File: src/rtl/slk_pkg.sv
package slk_pkg;

  typedef enum logic {
    ST_HUNT = 1'b0,
    ST_LOCK = 1'b1
  } lock_state_e;

  function automatic int unsigned larger_of(int unsigned a, int unsigned b);
    return (a > b) ? a : b;
  endfunction

endpackage

File: src/rtl/slk_retrig_select.sv
module slk_retrig_select #(
  parameter int unsigned CNT_W  = 16,
  parameter int unsigned BW_W   = 3,
  parameter int unsigned NUM_BW = 4,
  parameter int unsigned RETRIG_TBL [NUM_BW] = '{12, 30, 60, 100}
) (
  input  logic [BW_W-1:0]  bw_code_i,
  output logic [CNT_W-1:0] retrig_o
);
  import slk_pkg::*;

  function automatic int unsigned table_peak();
    int unsigned peak;
    peak = 0;
    for (int i = 0; i < int'(NUM_BW); i++) peak = larger_of(peak, RETRIG_TBL[i]);
    return peak;
  endfunction

  localparam int unsigned TBL_PEAK = table_peak();

  logic [CNT_W-1:0] entry [NUM_BW];

  for (genvar g = 0; g < int'(NUM_BW); g++) begin : g_entry
    assign entry[g] = CNT_W'(RETRIG_TBL[g]);
  end

  always_comb begin
    retrig_o = CNT_W'(TBL_PEAK);
    for (int i = 0; i < int'(NUM_BW); i++) begin
      if (32'(bw_code_i) == i) retrig_o = entry[i];
    end
  end

endmodule

File: src/rtl/slk_interval_timer.sv
module slk_interval_timer #(
  parameter int unsigned CNT_W = 16
) (
  input  logic             clk,
  input  logic             rst_n,
  input  logic             restart_i,
  input  logic [CNT_W-1:0] retrig_i,
  output logic             quiet_o,
  output logic [CNT_W-1:0] count_o
);
  localparam logic [CNT_W-1:0] CNT_TOP = '1;

  function automatic logic [CNT_W-1:0] sat_step(logic [CNT_W-1:0] v);
    return (v == CNT_TOP) ? v : v + 1'b1;
  endfunction

  logic [CNT_W-1:0] cnt_q;

  always_ff @(posedge clk or negedge rst_n) begin
    if (!rst_n)         cnt_q <= '0;
    else if (restart_i) cnt_q <= '0;
    else                cnt_q <= sat_step(cnt_q);
  end

  assign count_o = cnt_q;
  assign quiet_o = (cnt_q > retrig_i);

  // a slip restarts the interval count
  p_timer_restart_r2: assert property (@(posedge clk) disable iff (!rst_n)
    restart_i |=> (count_o == '0));

  // the count parks at its top value instead of wrapping
  p_no_wrap_r7: assert property (@(posedge clk) disable iff (!rst_n)
    (count_o == CNT_TOP) && !restart_i |=> (count_o == CNT_TOP));

endmodule

File: src/rtl/slk_pulse_guard.sv
module slk_pulse_guard #(
  parameter int unsigned MIN_PULSE = 20
) (
  input  logic clk,
  input  logic rst_n,
  input  logic clear_i,
  input  logic run_i,
  output logic done_o
);
  localparam int unsigned PW_W = $clog2(MIN_PULSE + 2);
  localparam logic [PW_W-1:0] PW_GOAL = PW_W'(MIN_PULSE);

  function automatic logic [PW_W-1:0] floor_step(logic [PW_W-1:0] v);
    return (v >= PW_GOAL) ? v : v + 1'b1;
  endfunction

  logic [PW_W-1:0] pw_q;

  always_ff @(posedge clk or negedge rst_n) begin
    if (!rst_n)       pw_q <= '0;
    else if (clear_i) pw_q <= '0;
    else if (run_i)   pw_q <= floor_step(pw_q);
  end

  assign done_o = (pw_q >= PW_GOAL);

  // an asserting event removes any credit toward the pulse floor
  p_floor_restart_r5: assert property (@(posedge clk) disable iff (!rst_n)
    clear_i |=> !done_o);

endmodule

File: src/rtl/slip_lock_detect.sv
module slip_lock_detect #(
  parameter int unsigned CNT_W     = 16,
  parameter int unsigned BW_W      = 3,
  parameter int unsigned NUM_BW    = 4,
  parameter int unsigned RETRIG_TBL [NUM_BW] = '{12, 30, 60, 100},
  parameter int unsigned MIN_PULSE = 20
) (
  input  logic            clk,
  input  logic            rst_n,
  input  logic            slip_i,
  input  logic            cal_busy_i,
  input  logic [BW_W-1:0] bw_code_i,
  output logic            lol_o
);
  import slk_pkg::*;

  logic [CNT_W-1:0] retrig;
  logic [CNT_W-1:0] interval;
  logic             quiet;
  logic             floor_met;
  logic             force_loss;
  logic             release_ok;
  lock_state_e      state_q;
  lock_state_e      state_d;

  assign force_loss = slip_i | cal_busy_i;
  assign release_ok = quiet & floor_met;

  slk_retrig_select #(
    .CNT_W(CNT_W), .BW_W(BW_W), .NUM_BW(NUM_BW), .RETRIG_TBL(RETRIG_TBL)
  ) u_sel (
    .bw_code_i(bw_code_i),
    .retrig_o (retrig)
  );

  slk_interval_timer #(.CNT_W(CNT_W)) u_timer (
    .clk      (clk),
    .rst_n    (rst_n),
    .restart_i(slip_i),
    .retrig_i (retrig),
    .quiet_o  (quiet),
    .count_o  (interval)
  );

  slk_pulse_guard #(.MIN_PULSE(MIN_PULSE)) u_guard (
    .clk    (clk),
    .rst_n  (rst_n),
    .clear_i(force_loss),
    .run_i  (state_q == ST_HUNT),
    .done_o (floor_met)
  );

  always_comb begin
    state_d = state_q;
    if (force_loss)                              state_d = ST_HUNT;
    else if (state_q == ST_HUNT && release_ok)   state_d = ST_LOCK;
  end

  always_ff @(posedge clk or negedge rst_n) begin
    if (!rst_n) state_q <= ST_HUNT;
    else        state_q <= state_d;
  end

  assign lol_o = (state_q == ST_HUNT);

  // a slip makes loss of lock visible on the next cycle
  p_slip_asserts_r2: assert property (@(posedge clk) disable iff (!rst_n)
    slip_i |=> lol_o);

  // calibration holds loss of lock
  p_cal_holds_r4: assert property (@(posedge clk) disable iff (!rst_n)
    cal_busy_i |=> lol_o);

  // release only after the slip-free interval passed the retrigger time
  p_release_quiet_r3: assert property (@(posedge clk) disable iff (!rst_n)
    $fell(lol_o) |-> $past(interval > retrig));

  // release only once the pulse floor was met
  p_release_floor_r5: assert property (@(posedge clk) disable iff (!rst_n)
    $fell(lol_o) |-> $past(floor_met));

endmodule

File: config.mk
export PLATFORM = sky130hd
export DESIGN_NAME = slip_lock_detect
export DESIGN_NICKNAME = d
export VERILOG_FILES = /design/src/rtl/slk_pkg.sv /design/src/rtl/slk_retrig_select.sv /design/src/rtl/slk_interval_timer.sv /design/src/rtl/slk_pulse_guard.sv /design/src/rtl/slip_lock_detect.sv
export SDC_FILE = /design/constraint.sdc
export NUM_CORES = 1
export LEC_CHECK = 0
export BUFFER_PORTS_ARGS = -buffer_cell sky130_fd_sc_hd__buf_2
export CORE_UTILIZATION = 50
export CTS_CLUSTER_DIAMETER = 60
export DETAILED_ROUTE_END_ITERATION = 6
export GPL_TIMING_DRIVEN = 0
export PLACE_DENSITY = 0.68
export SLEW_MARGIN = 5
export SYNTH_ARGS = -nofsm -noshare
export SYNTH_HDL_FRONTEND = slang
export SYNTH_SLANG_ARGS = --single-unit
export TNS_END_PERCENT = 5
File: constraint.sdc
create_clock -name clk -period 2.2 [get_ports clk]
set_input_delay 0.22 -clock clk [delete_from_list [all_inputs] [get_ports clk]]
set_output_delay 0.22 -clock clk [all_outputs]
set_load 0.03 [all_outputs]
Word-level counts from Yosys, hierarchy flattened --
Index checks and enable logic that the tools add are counted. W data, S select, Z words.
Word-level totals: register bits after elaboration 22, bits of input ports 7, output and inout bits 1, logic and storage cells 32
Cells by class: add/sub/neg operators 2, $lt $le $gt $ge 2, equal/unequal tests 7, mux-type cells 11, bitwise logic cells 3, reductions and logical operators 4
Operator list (number):
- $mux W16 | 2
- $mux W7 | 4
- $add A16 B1 Y16 const B | 1
- $eq A16 B16 Y1 const B | 1
- $gt A16 B7 Y1 | 1
- $mux W5 | 3
- $eq A3 B2 Y1 const B | 2
- $add A5 B1 Y5 const B | 1
- $ge A5 B5 Y1 const B | 1
- $ne A2 B2 Y1 const B | 2
- $eq A3 B1 Y1 const B | 1
- $logic_not A3 Y1 | 1
- $mux W1 | 2
- $ne A2 B1 Y1 const B | 1
- $reduce_and A2 Y1 | 1
- $reduce_bool A2 Y1 | 1
- $and A1 B1 Y1 | 1
- $logic_and A1 B1 Y1 | 1
- $not A1 Y1 | 1
- $or A1 B1 Y1 | 1

Logic depth before layout (Yosys ltp) --
Gate-level depths: netlist (run 1).
depth in word-level cells 10, gate-level depth with buffers 7, gate-level depth less buffers 7

By module --
From an unflattened synthesis (run 1), not the netlist that was laid out.
Second synthesis, totals: cells, all modules 212, area, all modules 1830.5 um^2
Modules (own cells, without submodules):
- slk_interval_timer | times used 1, cells each 159, area an instance 1371.3 um^2, seq. area each 400.4 um^2
- slk_pulse_guard | times used 1, cells each 28, area an instance 276.5 um^2, seq. area each 125.1 um^2
- slk_retrig_select | times used 1, cells each 20, area an instance 133.9 um^2, seq. area each 0.0 um^2
- slip_lock_detect | times used 1, cells each 5, area an instance 48.8 um^2, seq. area each 25.0 um^2

Worst setup path after synthesis (run 1) --
Ideal clock, no wire load.
kind flip-flop to flip-flop, from register u_timer.cnt_q[0] (netlist: u_timer.count_o[0]), to register u_timer.cnt_q[14] (netlist: u_timer.count_o[14]), library setup time 0.078 ns, arrival time 1.613 ns, data required time 2.122 ns, slack 0.509 ns, cell stages (with the launch flop) 6, buffers on the path 0, clock period less this slack 1.691 ns, path through dfrtp_1 -> ha_1 -> nand4_2 -> or2_4 -> or4_1 -> a21oi_1
On the way: word-level cells in the longest chain between the ends 3, elaborated cells between the ends (all ways) 5, those cells by class add/sub (1); eq/ne (2); mux (2)
RTL lines:
- from (decl) | RTL line slk_interval_timer.sv:17 | logic [CNT_W-1:0] cnt_q;
- from (signal assigned) | RTL line slk_interval_timer.sv:22 | else cnt_q <= sat_step(cnt_q);
- $add A16 B1 Y16 | RTL line slk_interval_timer.sv:14 | return (v == CNT_TOP) ? v : v + 1'b1;
- $mux W16 | RTL line slk_interval_timer.sv:14
- $mux W16 | RTL line slk_interval_timer.sv:21 | else if (restart_i) cnt_q <= '0;
Several ways; a longest one is shown, not always the timed one. The select of a mux whose other input is x is not followed. A chain may end at the register's enable or synchronous reset.

Final worst setup path (run 1) --
from register u_timer.cnt_q[0] (netlist: u_timer.count_o[0]), to register u_timer.cnt_q[1] (netlist: u_timer.count_o[1])
The elaborated chain is that of the path after synthesis.

==> metrics.md, run 1 <==
| Metric | Value |
|---|---|
| Fmax | `around 520 MHz` |
| Synth Instances | `143` |
| Cell Pwr Density | `474.7 mW/mm^2` |
| CP required | `about 2400 ps` |
| Gpl congestion | `0.7828` |
| Die Ht | `54.04 um` |
| Worst VDD drop | `0.3247 mV` |
| Skew final | `between 3 and 4 ps` |
| Pin count of the biggest net entering global routing | `23` |
| Clock Tree Root | `clkbuf_4` |
| Final setup vio count | `0` |
| Worst-margin pin slew | `slightly above 500 ps` |
| Worst path cell trace | `ha_1, nand4_2, nor4_4, buf_6, mux2i_1, nor2_1` |
| PortBufs | `6` |
| Post-Syn Nets | `approximately 160` |
| Cts hold-fix bufs | `1` |
| Max_cap viols | `0` |
| Final Max Tran Viols | `0` |
| Vias in the first global route | `around 990` |
| Vias per cell | `6.076` |
| Grt ovf | `0` |
| Storage element area | `550.5 um^2` |
| Core area | `roughly 0.0025 mm^2` |
| DR pass1 iterations | `4` |
| Most frequent cells in the layout | `dfrtp_1, nor2_1, a21oi_1` |
| Effective utilization at floorplan | `between 50% and 60%` |
| HP Class | `input port to flop` |
| Fin crit share | `a little under 90%` |
| Final core occ | `around three fifths` |
| Top cell family by delay on the critical path | `simple AND/OR/NAND/NOR gates` |
| Fillers | `between 200 and 250` |
| Max-slew headroom | `65.49%` |
| Total power | `approximately 0.70 mW` |
| Max FO, Critical Path | `10` |
| Post-Syn Area per Cell | `around 9.5 um^2` |
| Die width | `between 50 and 60 um` |
| CP max-delay cell | `dfrtp_1` |
| # DRC | `0` |
| Vias | `about 1100` |
| CTS sink count | `22` |
| Yosys reg bits | `22` |
| Static leakage | `about 0.66 nW` |
| GRT Resource Usage Total | `a little over a fifth` |
| Final hold vios | `0` |
| Total Nets Final | `170` |
| EDFF count, synth | `0` |
| CP arrival | `~2100 ps` |
| Fin crit period | `just under 2000 ps` |
| Yosys warns | `0` |
| Post-synth ARST share | `100.0%` |
| Status | `finished clean` |
| Layout area overhead | `8.411%` |
| DRT iter0 DRCs | `16` |
| Post-CTS Setup Bufs | `0` |
| Clock-pin slew of the registers on the worst-case setup and hold paths | `120 ps` |
| Netlist cell types | `between 40 and 50` |
| Critical path start-end classification | `flop to flop` |
| DPL Wire Length | `slightly above 2 mm` |
| Non-filler instance count after layout | `184` |
| Syn Std Cell Area | `approximately 0.0014 mm^2` |
| H-tree Lvls | `1` |
| Skew-Pair Late Insertion Delay | `approximately 300 ps` |
| Setup TNS | `0 ps` |
| Post-CTS Resized | `0` |
| Area of the multi-input gates | `753.2 um^2` |
| RSZ-0062 raised after global routing | `false` |
| # diodes | `0` |
| Most common cell after layout, fill and taps aside | `dfrtp_1` |
| Ys flop type | `dfrtp_1` |
| Num ports | `8` |
| Seq/Total Area, Yosys | `between 40 and 50%` |
| CP peak stage delay | `~440 ps` |
| WP buf/inv | `1` |
| Die ar. | `between 0.002 and 0.003 mm^2` |
| Post-route ant nets | `0` |
| Initial antenna violation count | `0` |
| Crit end category | `flop` |
| Share of cells above drive strength 1 | `16.23%` |
| Startpoint Class | `flop` |
| Post-Place Cells | `179` |
| First-pass GRT wire length | `4.498 mm` |
| WL final | `around 2.7 mm` |
| Hold slack | `between 200 and 300 ps` |
| Longest Clk Path Bufs | `2` |
| Wirelength per Cell | `about 15 um` |
| CTS tree | `built` |
| CTS Buf Count | `3` |
| Row count | `18` |
[layer usage]
metal / GRT usage [%] / wire length (um)
met3: 2.542 / 105
met2: 35.80 / 1286
met1: 29.21 / 1306
met4: 6.410 / 10
met5: 0 / 0
[sequential cells by signal, summed over array words and instances, names as in the netlist]
name,count
u_guard.pw_q,5
state_q,1
u_timer.count_o,16
[final cells by class]
| type | count | share of cell area, % |
|---|---|---|
| multi-input combinational | 110 | 51.32 |
| sequential | 22 | 37.51 |
| timing repair buffer | 7 | 2.728 |
| tap | 30 | 2.558 |
| clock buffer | 4 | 2.472 |
| buffer | 5 | 1.876 |
| inverter | 6 | 1.535 |
[cell families (layout without fill, tap and decap cells)]
group,Yosys count,count (layout),synth area share (%)
and+or+nand+nor,64,64,29.85
xor gates and xnor gates,5,5,3.235
adders and majority gates,8,8,7.394
muxes,2,2,1.479
AOI/OAI and AO/OA,31,31,13.68
DFF,22,22,40.67
buffers and inverters,11,22,3.696
[path summary, 6_finish.rpt]
| kind | cells past startpoint | slack, ps | endpoint | start |
|---|---|---|---|---|
| max in group asynchronous | 2 | 1470 | u_timer.count_o[1]$_DFFE_PN0P_ | rst_n |
| min | 2 | 280 | u_timer.count_o[10]$_DFFE_PN0P_ | slip_i |
| max reg2reg | 6 | 260 | u_timer.count_o[1]$_DFFE_PN0P_ | u_timer.count_o[0]$_DFFE_PN0P_ |
| max | 6 | 260 | u_timer.count_o[1]$_DFFE_PN0P_ | u_timer.count_o[0]$_DFFE_PN0P_ |
| min reg2reg | 2 | 560 | u_guard.pw_q[4]$_DFFE_PN0P_ | u_guard.pw_q[4]$_DFFE_PN0P_ |
| min in group asynchronous | 2 | 390 | u_timer.count_o[12]$_DFFE_PN0P_ | rst_n |
[where the power goes]
group / leakage [nW] / total, mW / internal, mW / switching [mW]
registers: 0.304 / 0.417 / 0.410 / 0.00623
logic: 0.339 / 0.0558 / 0.0211 / 0.0347
clock network: 0.0210 / 0.224 / 0.101 / 0.123
total: 0.664 / 0.697 / 0.532 / 0.164
[through the flow]
step | cell area, um^2 | setup slack (ps)
final | 1468 | 260.7
after global routing | 1468 | 107.1
after CTS | 1468 | 294.1
after detailed placement | 1421 | 316.8
after global placement | 1421 | 344.6
after floorplan | 1354 | 509.2
[synth_stat cells (4+ instances only)]
cell	number	area share, %
a21oi_1	13	4.8
dfrtp_1	22	41
ha_1	8	7.4
inv_1	6	1.7
nand2_1	6	1.7
nand3_1	5	1.8
nand4_2	4	3.7
nor2_1	14	3.9
o21ai_1	6	2.2
o31ai_1	4	2.2
or3_1	6	2.8
xor2_1	4	2.6
Power figures use the tool's default switching activity.
==> run 2, diff against run 1 <==
PLACE_DENSITY = 0.75   (was 0.68)
==> metrics.md, run 2 (synthesis gave the netlist of run 1 again) <==
| Metric | Value |
|---|---|
| Hold Path Sink | `u_timer.count_o[6]$_DFFE_PN0P_` |
| Post-CTS Resized | `0 (unchanged)` |
| Reg2Reg Launch Point | `u_timer.count_o[0]$_DFFE_PN0P_` |
| CP max-delay cell | `dfrtp_1` |
| Wirelength per Cell | `14.84 um (+0.81%)` |
| Crit Reg-Reg Endpoint | `u_timer.count_o[1]$_DFFE_PN0P_` |
| Fin crit share | `86.41% (-1.7 points)` |
| Die width | `54.04 um (unchanged)` |
| Grt ovf | `0 (unchanged)` |
| PortBufs | `6 (unchanged)` |
| Setup TNS | `0 ps (unchanged)` |
| Placed Area | `0.001421 mm^2 (unchanged)` |
| # diodes | `0 (unchanged)` |
| Worst path cell trace | `ha_1, nand4_2, nor4_4, buf_6, mux2i_1, nor2_1` |
| Clock Tree Root | `clkbuf_4` |
| Core area | `0.002522 mm^2 (unchanged)` |
| Total power | `0.7913 mW (+14%)` |
| RSZ-0062 raised after global routing | `false` |
| Most frequent cells in the layout | `dfrtp_1, nor2_1, a21oi_1` |
| Flop2flop setup slack | `300 ps (+40 ps)` |
| GRT Resource Usage Total | `22.82% (+1.2 points)` |
| Max reg flops | `16 (unchanged)` |
| Effective utilization at floorplan | `53.67% (unchanged)` |
| Crit end category | `flop` |
| HP Class | `input port to flop` |
| Total Nets Final | `170 (unchanged)` |
| Fin area | `0.001484 mm^2 (+1.1%)` |
| Fin crit period | `1901 ps (-38.41 ps)` |
| Cells on Worst Hold Path | `2 (unchanged)` |
| # DRC | `0 (unchanged)` |
| Longest Clk Path Bufs | `2 (unchanged)` |
| Worst VDD drop | `0.5410 mV (+67%)` |
| CP arrival | `2100 ps (-20 ps)` |
| CP peak stage delay | `430 ps (about the same)` |
| CTS Buf Count | `3 (unchanged)` |
| Non-filler instance count after layout | `184 (unchanged)` |
| Vias per cell | `5.935 (-2.3%)` |
| H-tree Lvls | `1 (unchanged)` |
| Row count | `18 (unchanged)` |
| Critical path start-end classification | `flop to flop` |
| R2R depth | `6 (unchanged)` |
| Gpl congestion | `0.8643 (+10%)` |
| Static leakage | `0.6710 nW (+1.0%)` |
| First-pass GRT wire length | `4.712 mm (+4.8%)` |
| Final setup vio count | `0 (unchanged)` |
| Clock-pin slew of the registers on the worst-case setup and hold paths | `130 ps (about the same)` |
| Final Max Tran Viols | `0 (unchanged)` |
| Initial antenna violation count | `0 (unchanged)` |
| Max-slew headroom | `65.55% (about the same)` |
| Pin count of the biggest net entering global routing | `23 (unchanged)` |
| Num ports | `8 (unchanged)` |
| Skew-Pair Late Insertion Delay | `320 ps (+20 ps)` |
| Worst-margin pin slew | `512.9 ps (-0.8910 ps)` |
| Hold slack | `276.1 ps (-7.452 ps)` |
| Share of cells above drive strength 1 | `16.23% (unchanged)` |
| Post-route ant nets | `0 (unchanged)` |
| CP required | `2400 ps (about the same)` |
| Fmax | `526.1 MHz (+2.0%)` |
| Die Ht | `54.04 um (unchanged)` |
| DPL Wire Length | `2.049 mm (+1.5%)` |
| Max FO, Critical Path | `10 (unchanged)` |
| Cell Pwr Density | `533.2 mW/mm^2 (+12%)` |
| Final hold vios | `0 (unchanged)` |
| Max_cap viols | `0 (unchanged)` |
| Die ar. | `0.002920 mm^2 (unchanged)` |
| Hold Startpoint | `slip_i` |
| DRT iter0 DRCs | `22 (+6)` |
| DR pass1 iterations | `4 (unchanged)` |
| Vias | `1092 (-2.3%)` |
| Post-Place Cells | `179 (unchanged)` |
| CTS tree | `built` |
| Crit path from | `u_timer.count_o[0]$_DFFE_PN0P_` |
| Vias in the first global route | `1124 (+13%)` |
| Layout area overhead | `9.612%` |
| Skew final | `2.096 ps (-1.562 ps)` |
| Status | `finished clean` |
| Most common cell after layout, fill and taps aside | `dfrtp_1` |
| WL final | `2.730 mm (+0.81%)` |
| CTS sink count | `22 (unchanged)` |
| Startpoint Class | `flop` |
-- run 2: cell count changes in the layout (fill, tap and decap cells not counted) --
cell       change
bufinv_16      +1
clkbuf_8       -1
-- run 2: through the flow --
step                      setup WS (ps)  util (%)
after global routing              123.2     58.83
after CTS                         277.7     58.83
after global placement            354.2     56.35
after detailed placement          305.6     56.35
after floorplan                   509.2         -
final                             299.1     58.83
-- run 2: per-layer routing --
layer  vias to the layer above  GRT usage (%)  wire length [um]
li1                        548              -                 -
met1                       521          26.66              1249
met2                        21          40.53              1376
met3                         2          5.932                93
met4                         0          6.838                11
met5                         -              0                 0
-- run 2: worst max-delay path by stage --
stage	endpoint	depth (start not counted)
2_1_floorplan	u_timer.count_o[14]$_DFFE_PN0P_	5
3_3_place_gp	u_timer.count_o[1]$_DFFE_PN0P_	6
3_5_place_dp	u_timer.count_o[1]$_DFFE_PN0P_	6
4_1_cts	u_timer.count_o[1]$_DFFE_PN0P_	6
5_1_grt	u_timer.count_o[1]$_DFFE_PN0P_	6
6_report	u_timer.count_o[1]$_DFFE_PN0P_	6
-- run 2: report_power, final --
group | total [mW] | switching, mW | internal [mW]
Sequential | 0.416 | 0.00597 | 0.410
Combinational | 0.0568 | 0.0351 | 0.0216
Clock | 0.318 | 0.134 | 0.184
-- run 2: layout make-up --
type | instances | area, um^2
Fill cell | 226 | 1039
Multi-Input combinational cell | 110 | 753.2
Sequential cell | 22 | 550.5
Timing Repair Buffer | 7 | 40.04
Tap cell | 30 | 37.54
Clock inverter | 1 | 30.03
Buffer | 5 | 27.53
Clock buffer | 3 | 22.52
Inverter | 6 | 22.52
-- run 2: what timing repair did --
| item | CTS | global route |
|---|---|---|
| buffers inserted | 0 | 0 |
| hold buffers | 1 | 0 |
| hold endpoints to repair | 22 | 0 |
-- run 2: critical path, delay by kind of cell, from the launching register on --
kind                       cells  cell delay [ps]
adders and majority gates      1              260
buffers and inverters          1              220
DFF                            1              430
muxes                          1              190
and+or+nand+nor                3              680
